$ cat config.mk
export PLATFORM = sky130hd
export DESIGN_NAME = evc_counter
export DESIGN_NICKNAME = d
export VERILOG_FILES = /design/src/rtl/evc_pkg.sv /design/src/rtl/evc_edge.sv /design/src/rtl/evc_regs.sv /design/src/rtl/evc_core.sv /design/src/rtl/evc_flags.sv /design/src/rtl/evc_counter.sv
export SDC_FILE = /design/constraint.sdc
export NUM_CORES = 1
export LEC_CHECK = 0
export BUFFER_PORTS_ARGS = -buffer_cell sky130_fd_sc_hd__buf_2
export CORE_MARGIN = 5
export CORE_UTILIZATION = 30
export CTS_BUF_LIST = sky130_fd_sc_hd__clkbuf_8
export DETAILED_ROUTE_END_ITERATION = 6
export GPL_ROUTABILITY_DRIVEN = 0
export PLACE_DENSITY = 0.44
export SYNTH_ARGS = -nofsm -noshare
export SYNTH_HDL_FRONTEND = slang
export SYNTH_SLANG_ARGS = --single-unit
$ cat constraint.sdc
create_clock -name clk -period 4.8 [get_ports clk]
set_input_delay 0 -clock clk [delete_from_list [all_inputs] [get_ports clk]]
set_output_delay 0 -clock clk [all_outputs]
set_load 0.05 [all_outputs]
$ cat src/rtl/evc_pkg.sv
package evc_pkg;
  parameter int CNT_W = 32;
  localparam int SH_W = $clog2(CNT_W);

  typedef enum logic [1:0] {
    SEL_PRESET = 2'd0,
    SEL_REF1   = 2'd1,
    SEL_REF2   = 2'd2,
    SEL_NONE   = 2'd3
  } wr_sel_t;

  typedef enum logic [2:0] {
    OP_LOAD = 3'd0,
    OP_SHR  = 3'd1,
    OP_SHL  = 3'd2,
    OP_SUB  = 3'd3,
    OP_ADD  = 3'd4
  } ev_op_t;

  function automatic ev_op_t decode_op(input logic arith, input logic add, input logic left);
    if (!arith)     return OP_LOAD;
    else if (!add)  return left ? OP_SHL : OP_SHR;
    else            return left ? OP_ADD : OP_SUB;
  endfunction

  function automatic logic [CNT_W-1:0] step_val(input logic [CNT_W-1:0] cur, input logic up);
    return up ? cur + 1'b1 : cur - 1'b1;
  endfunction

  function automatic logic [CNT_W-1:0] event_val(input logic [CNT_W-1:0] cur,
                                                 input logic [CNT_W-1:0] pre,
                                                 input ev_op_t op);
    logic [SH_W-1:0] amt;
    amt = pre[SH_W-1:0];
    case (op)
      OP_SHR:  return cur >> amt;
      OP_SHL:  return cur << amt;
      OP_SUB:  return cur - pre;
      OP_ADD:  return cur + pre;
      default: return pre;
    endcase
  endfunction
endpackage

$ cat src/rtl/evc_edge.sv
module evc_edge (
  input  logic clk,
  input  logic clr,
  input  logic evt,
  output logic pulse
);
  logic evt_q;

  always_ff @(posedge clk) begin
    evt_q <= evt;
  end

  assign pulse = evt & ~evt_q;

  // a detected edge never lasts two cycles
  p_single_pulse_r5: assert property (@(posedge clk) disable iff (clr)
    pulse |=> !pulse)
    else $error("edge pulse held for two cycles");
endmodule

$ cat src/rtl/evc_regs.sv
module evc_regs
  import evc_pkg::*;
(
  input  logic             clk,
  input  logic             clr,
  input  logic             wr_en,
  input  logic [1:0]       wr_sel,
  input  logic [CNT_W-1:0] wr_data,
  output logic [CNT_W-1:0] preset,
  output logic [CNT_W-1:0] ref1,
  output logic [CNT_W-1:0] ref2
);
  logic do_pre, do_r1, do_r2;

  assign do_pre = wr_en && (wr_sel == SEL_PRESET);
  assign do_r1  = wr_en && (wr_sel == SEL_REF1);
  assign do_r2  = wr_en && (wr_sel == SEL_REF2);

  always_ff @(posedge clk) begin
    if (do_pre) preset <= wr_data;
    if (do_r1)  ref1   <= wr_data;
    if (do_r2)  ref2   <= wr_data;
  end

  p_write_pre_r11: assert property (@(posedge clk) disable iff (clr)
    (wr_en && wr_sel == 2'd0) |=> preset == $past(wr_data))
    else $error("preset write lost");
  p_write_none_r11: assert property (@(posedge clk) disable iff (clr)
    (wr_en && wr_sel == 2'd3) |=> ($stable(preset) && $stable(ref1) && $stable(ref2)))
    else $error("select 3 changed a register");
endmodule

$ cat src/rtl/evc_core.sv
module evc_core
  import evc_pkg::*;
(
  input  logic             clk,
  input  logic             clr,
  input  logic             cnt_en,
  input  logic             cnt_up,
  input  logic             pulse,
  input  ev_op_t           op,
  input  logic [CNT_W-1:0] preset,
  output logic [CNT_W-1:0] count
);
  logic [CNT_W-1:0] nxt;

  always_comb begin
    if (pulse)       nxt = event_val(count, preset, op);
    else if (cnt_en) nxt = step_val(count, cnt_up);
    else             nxt = count;
  end

  always_ff @(posedge clk) begin
    if (clr) count <= '0;
    else     count <= nxt;
  end

  // clear wins over everything
  p_clear_r1: assert property (@(posedge clk)
    $past(clr) |-> count == '0)
    else $error("clear did not zero count");
  p_hold_r2: assert property (@(posedge clk) disable iff (clr)
    (!pulse && !cnt_en) |=> $stable(count))
    else $error("count moved while disabled");
  p_up_r3: assert property (@(posedge clk) disable iff (clr)
    (!pulse && cnt_en && cnt_up) |=> count == $past(count) + 1'b1)
    else $error("up step wrong");
  p_down_r3: assert property (@(posedge clk) disable iff (clr)
    (!pulse && cnt_en && !cnt_up) |=> count == $past(count) - 1'b1)
    else $error("down step wrong");
  p_load_r7: assert property (@(posedge clk) disable iff (clr)
    (pulse && op == OP_LOAD) |=> count == $past(preset))
    else $error("event load wrong");
endmodule

$ cat src/rtl/evc_flags.sv
module evc_flags
  import evc_pkg::*;
(
  input  logic [CNT_W-1:0] count,
  input  logic [CNT_W-1:0] ref1,
  input  logic [CNT_W-1:0] ref2,
  output logic             zero_o,
  output logic             hit1,
  output logic             hit2
);
  logic [CNT_W-1:0] refs [2];
  logic [1:0]       hits;

  assign refs[0] = ref1;
  assign refs[1] = ref2;

  for (genvar i = 0; i < 2; i++) begin : g_cmp
    assign hits[i] = (count == refs[i]);
  end

  assign zero_o = (count == '0);
  assign hit1   = hits[0];
  assign hit2   = hits[1];
endmodule

$ cat src/rtl/evc_counter.sv
module evc_counter
  import evc_pkg::*;
#(
  parameter int W = CNT_W
) (
  input  logic         clk,
  input  logic         clr,
  input  logic         cnt_en,
  input  logic         cnt_up,
  input  logic         evt,
  input  logic         cfg_arith,
  input  logic         cfg_add,
  input  logic         cfg_left,
  input  logic         wr_en,
  input  logic [1:0]   wr_sel,
  input  logic [W-1:0] wr_data,
  output logic [W-1:0] count,
  output logic         zero_o,
  output logic         hit1,
  output logic         hit2
);
  logic         ev_pulse;
  ev_op_t       ev_op;
  logic [W-1:0] preset, ref1, ref2;

  assign ev_op = decode_op(cfg_arith, cfg_add, cfg_left);

  evc_edge u_edge (
    .clk(clk), .clr(clr), .evt(evt), .pulse(ev_pulse)
  );

  evc_regs u_regs (
    .clk(clk), .clr(clr), .wr_en(wr_en), .wr_sel(wr_sel), .wr_data(wr_data),
    .preset(preset), .ref1(ref1), .ref2(ref2)
  );

  evc_core u_core (
    .clk(clk), .clr(clr), .cnt_en(cnt_en), .cnt_up(cnt_up), .pulse(ev_pulse),
    .op(ev_op), .preset(preset), .count(count)
  );

  evc_flags u_flags (
    .count(count), .ref1(ref1), .ref2(ref2),
    .zero_o(zero_o), .hit1(hit1), .hit2(hit2)
  );
endmodule

# Yosys cells after proc, flatten, opt, wreduce, memory -nomap -nowiden
# Index checks and enable logic that the tools add are counted.
word_totals:
  register_bits: 129
  latch_bits: 0
  ramBits: 0
  romBits: 0
  input_bits: 43
  output_inout_bits: 35
  elab_cells: 35
  memories: 0
classes:
  addsub: 4
  mul: 0
  n_div: 0
  magnitude_cmp: 0
  n_eq_ne: 8
  n_shift: 2
  muxes: 8
  n_bitwise: 2
  reduce_logical: 6
ops:
  columns: ["operator", "n"]
  rows:
  - ["$pmux W32 S4", 1]
  - ["$mux W32", 3]
  - ["$eq A32 B32 Y1", 2]
  - ["$add A32 B1 Y32 const B", 1]
  - ["$add A32 B32 Y32", 1]
  - ["$logic_not A32 Y1", 1]
  - ["$shl A32 B5 Y32", 1]
  - ["$shr A32 B5 Y32", 1]
  - ["$sub A32 B1 Y32 const B", 1]
  - ["$sub A32 B32 Y32", 1]
  - ["$mux W3", 3]
  - ["$eq A3 B2 Y1 const B", 2]
  - ["$eq A3 B1 Y1 const B", 1]
  - ["$eq A3 B3 Y1 const B", 1]
  - ["$logic_and A1 B1 Y1", 3]
  - ["$eq A2 B1 Y1 const B", 1]
  - ["$eq A2 B2 Y1 const B", 1]
  - ["$logic_not A2 Y1", 1]
  - ["$mux W2", 1]
  - ["$reduce_bool A2 Y1", 1]
  - ["$and A1 B1 Y1", 1]
  - ["$not A1 Y1", 1]

# Logic depth before layout (Yosys ltp)
depth:
  depth_word: 6
  depth_mapped: 26
  depth_no_buf: 21

# By module
# From an unflattened synthesis, not the netlist that was laid out.
unflattened:
  hier_cells: 1433
  area_unflattened_um2: 12644.6
modules_own_cells:
  columns: ["mod", "n_inst", "cells_each", "area_each_um2", "seq_area_each_um2"]
  rows:
  - ["evc_core", 1, 1231, 8899.8, 640.6]
  - ["evc_regs", 1, 99, 2912.8, 2882.8]
  - ["evc_flags", 1, 97, 759.5, 0.0]
  - ["evc_counter", 1, 4, 38.8, 0.0]
  - ["evc_edge", 1, 2, 33.8, 20.0]

# Worst setup path after synthesis
# Ideal clock, no wire load.
synth_timing:
  path_type: "reg-to-reg"
  from: "register u_regs.preset[1]"
  to: "register u_core.count[30]"
  setup_time_ps: 138
  t_arrival_ps: 4392
  t_required_ps: 4662
  path_slack_ps: 269
  stages_incl_launch_ff: 25
  path_buffers: 5
  synth_period_minus_slack_ps: 4531
  cell_sequence: "edfxtp_1 buf_4 inv_1 buf_2 buf_2 buf_2 ha_1 nand2_1 nor3_1 nand2_1 nor2_1 nand2_1 or3_1 o31ai_1 xnor2_1 ha_1 clkbuf_1 nor2b_1 o21ai_0 nand2b_1 a21oi_1 o21ai_0 a221oi_1 mux2i_1 a41oi_1"
synth_between:
  elab_chain_cells: 3
  elab_cells_between_ends: 6
  cone_classes: "2 x add/sub; 2 x shift; 2 x mux"
synth_rtl:
  columns: ["element", "line_no", "rtl"]
  rows:
  - ["start, declared", "evc_regs.sv:9", "output logic [CNT_W-1:0] preset,"]
  - ["start signal, assigned", "evc_regs.sv:20", "if (do_pre) preset <= wr_data;"]
  - ["$add A32 B32 Y32 (tied with other cells)", "evc_pkg.sv:39", "OP_ADD: return cur + pre;"]
  - ["$pmux W32 S4 *", "evc_pkg.sv:35", "case (op)"]
  - ["$mux W32 *", "evc_core.sv:16", "if (pulse) nxt = event_val(count, preset, op);"]
  - ["end signal, assigned", "evc_core.sv:23", "else count <= nxt;"]
  - ["end, declared", "evc_core.sv:11", "output logic [CNT_W-1:0] count"]
# Every way passes the cells marked *; elsewhere a longest branch is shown, timed or not.
# A chain may end at the register's enable or synchronous reset.

# Worst setup path after layout
layout_timing:
  from: "register u_regs.preset[4]"
  to: "register u_core.count[17]"
# Same word-level chain as after synthesis.

==> impl_metrics.yaml <==
synth:
  yosysWarnings: 0
  synth_cell_types: 75
  synth_compound_area_share_pct: 23.5
  syn-num-nets: 1602
  yosys_register_bits: 129
  async_flop_share_pct: 0
  synth_edf_count: 96
  syn-mean-instance-area_um2: 8.47
  synth-xor-area-share_pct: 10.4
  syn_area_um2: 12600
  synthSimpleGateAreaFrac_pct: 15.9
  synth_top_family_by_area: "compound AO/OA/AOI/OAI gates"
  muxShareOfSynthArea_pct: 9.87
  synthCells: 1486
  seq_area_frac_synth_pct: 28.1
  synth_fa_ha_area_share_pct: 7.37
  synth_ff_type: "edfxtp_1"
route:
  dr_total_vias: 12200
  drc: 0
  wl_per_cell_um: 24.7
  wl_um: 51900
  drt_iter0_drc: 1139
  drt_pass1_iterations: 6
  viasPerCell: 5.79
  detail-route-antenna-nets: 0
global_routing:
  antenna_found_initial: 0
  grt_overflow_total: 0
  grt_pass1_wl_um: 76500
  grt_pass1_vias: 11900
  grt_max_degree: 74
  grt_use_total_pct: 21.6
timing:
  min_period_ns: 4.46
  final_max_slew_viol_count: 0
  setup_violations: 0
  skew_ns: 0.0392
  relSlewSlack_pct: 25.6
  hold_viol_final: 0
  fmaxAchievable_mhz: 224
  rsz0062_at_grt: "false"
  tns_ns: 0
  fin_crit_sh_pct: 92.9
  worst_slew_pin_slew_ns: 1.12
pwr:
  ir_drop_mv: 0.262
  leakagePower_nw: 5.64
  power_density_nw_per_um2: 312
clock_tree:
  cts.sinks: 129
  cts_root_buffer: "clkbuf_8"
  cts_tree: "yes"
  path_clk_slew_ns: 0.09
  cts_buffer_depth: 2
  clock_latency_ns: 0.50
  postCtsSetupBuffers: 0
  htree_levels: 4
  cts_buffers: 17
die:
  fp.dieH_um: 215
  row_count: 75
  fp.dieW_um: 215
  dieArea_um2: 46200
  initial_core_util_pct: 30.1
  fp.coreArea_um2: 41800
  io_pins: 78
placed_design:
  portBuffers: 77
  hpwl_um: 39000
  placed_cells: 2038
critical_path:
  end_kind: "flop"
  crit_fanout: 7
  startpoint_type: "flop"
  path_class: "reg2reg"
  critical_path_required_ns: 5.11
  worstPathArrival_ns: 4.77
outcome:
  status: "completed"
layout:
  final_core_util_pct: 34.4
  antenna_cells: 0
  final_nets: 1669
  area_delta_synth_final_pct: 14.0
  drive_above_1_share_pct: 14.5
  final_cells: 2105
hold_path:
  hold_path.class: "in2reg"
run:
  maxCapViolCount: 0
-- kinds of logic after synthesis --
| family | Yosys count |
|---|---|
| AO/OA/AOI/OAI | 473 |
| buffers and inverters | 148 |
| multiplexers | 88 |
| AND/OR/NAND/NOR | 426 |
| XOR/XNOR | 149 |
| adder cells (fa/ha/maj) | 73 |
| flip-flops | 129 |
-- worst paths after layout --
kind                                        start                end  slack [ns]  depth (start not counted)
worst max-delay path             u_regs.preset[4]   u_core.count[17]        0.34                         13
worst min-delay path                    wr_sel[0]  u_regs.preset[31]        0.12                          3
worst max register to register   u_regs.preset[4]   u_core.count[17]        0.34                         13
worst min register to register  u_regs.preset[12]   u_core.count[12]        0.73                          2
-- layout by cell type (no fill, tap or decap), types with 11 or more instances in the layout --
cell           synthesis  routed
nand4_1               16      16
a31oi_1               15      15
buf_2                 10      77
mux2i_1               42      42
dfxtp_1               33      33
nor2b_1               11      11
o211ai_1              12      12
xor2_1                95      95
a21o_1                33      33
dlygate4sd3_1          0      35
mux4_2                27      27
buf_4                  5      57
a21oi_1              144     144
mux2_2                19      19
ha_1                  71      71
clkbuf_8               0      17
nand2b_1              13      12
a211oi_1              33      33
nor3_1                32      32
o22ai_1               15      15
nand3_1               17      17
nand2_1              124     124
edfxtp_1              96      96
inv_1                 25      26
nor4_1                30      30
xnor2_1               54      54
nor2_1               141     141
o21ai_0              120     120
a221oi_1              21      21
-- report_power, final --
| part | leakage, nW | total, mW | switching, mW | internal (mW) |
|---|---|---|---|---|
| clock | 0.208 | 1.07 | 0.547 | 0.520 |
| combinational | 4.27 | 2.02 | 1.29 | 0.725 |
| sequential | 1.16 | 1.39 | 0.116 | 1.28 |
-- sequential cells by signal, summed over array words and instances (netlist names) --
| register | cells |
|---|---|
| u_core.count | 32 |
| u_regs.preset | 32 |
| u_regs.ref1 | 32 |
| u_regs.ref2 | 32 |
| u_edge.evt_q | 1 |
-- metrics by stage --
stage	worst slack (ns)	total power, mW	hold WS (ns)	cell area (µm²)
4_1_cts	0.449	4.47	0.0818	14400
5_1_grt	0.121	4.70	0.146	14400
6_report	0.341	4.48	0.120	14400
2_1_floorplan	0.269	2.73	0.0277	12600
3_5_place_dp	0.487	3.38	0.141	13600
3_3_place_gp	0.470	3.39	0.138	13600
-- timing repair --
action	4_1_cts	5_1_grt
endpoints found under the hold margin	99	0
hold buffers	35	0
gates resized for setup	0	0
-- layout make-up --
class / count / area, µm²
Fill cell: 4374 / 27400
Multi-Input combinational cell: 1209 / 8450
Sequential cell: 129 / 3540
Timing Repair Buffer: 169 / 1160
Tap cell: 539 / 674
Clock buffer: 17 / 234
Clock inverter: 15 / 181
Inverter: 27 / 101
-- cells in the mapped netlist (7+ instances only) --
master,n,area share [%]
a21oi_1,144,5.7
nor2_1,141,4.2
nand2_1,124,3.7
o21ai_0,120,4.8
edfxtp_1,96,23
xor2_1,95,6.6
clkbuf_1,84,2.5
ha_1,71,7.1
xnor2_1,54,3.8
mux2i_1,42,3.3
a211oi_1,33,2.0
a21o_1,33,2.0
dfxtp_1,33,5.2
nor3_1,32,1.3
nor4_1,30,1.5
mux4_2,27,4.8
inv_1,25,0.75
a221oi_1,21,1.5
buf_1,20,0.60
mux2_2,19,1.7
nand3_1,17,0.68
nand4_1,16,0.80
a31oi_1,15,0.75
o22ai_1,15,0.75
nand2b_1,13,0.65
o211ai_1,12,0.72
nor2b_1,11,0.55
buf_2,10,0.40
a221o_1,8,0.64
o31ai_1,8,0.48
a211o_1,7,0.49
-- worst max-delay path, cell delays in order (launching register included) --
cell and delay [ns]:
edfxtp_1 0.53, inv_1 0.12, nand2_1 0.24, o41ai_1 0.51, xnor2_1 0.13, ha_1 0.38, and4b_1 0.21, a21oi_1 0.10
o21ai_0 0.57, a21oi_1 0.22, o21ai_0 0.26, xor2_1 0.34, a21oi_1 0.15, a2111oi_0 0.54
-- per-layer routing --
| layer | global-route usage (%) | wire length [µm] | vias up |
|---|---|---|---|
| li1 | - | - | 5689 |
| met1 | 30.2 | 23300 | 5894 |
| met2 | 33.8 | 22900 | 508 |
| met3 | 3.49 | 3610 | 93 |
| met4 | 8.05 | 1990 | 0 |
| met5 | 0 | 0 | - |
No activity file was read; power rests on OpenSTA's default activity.
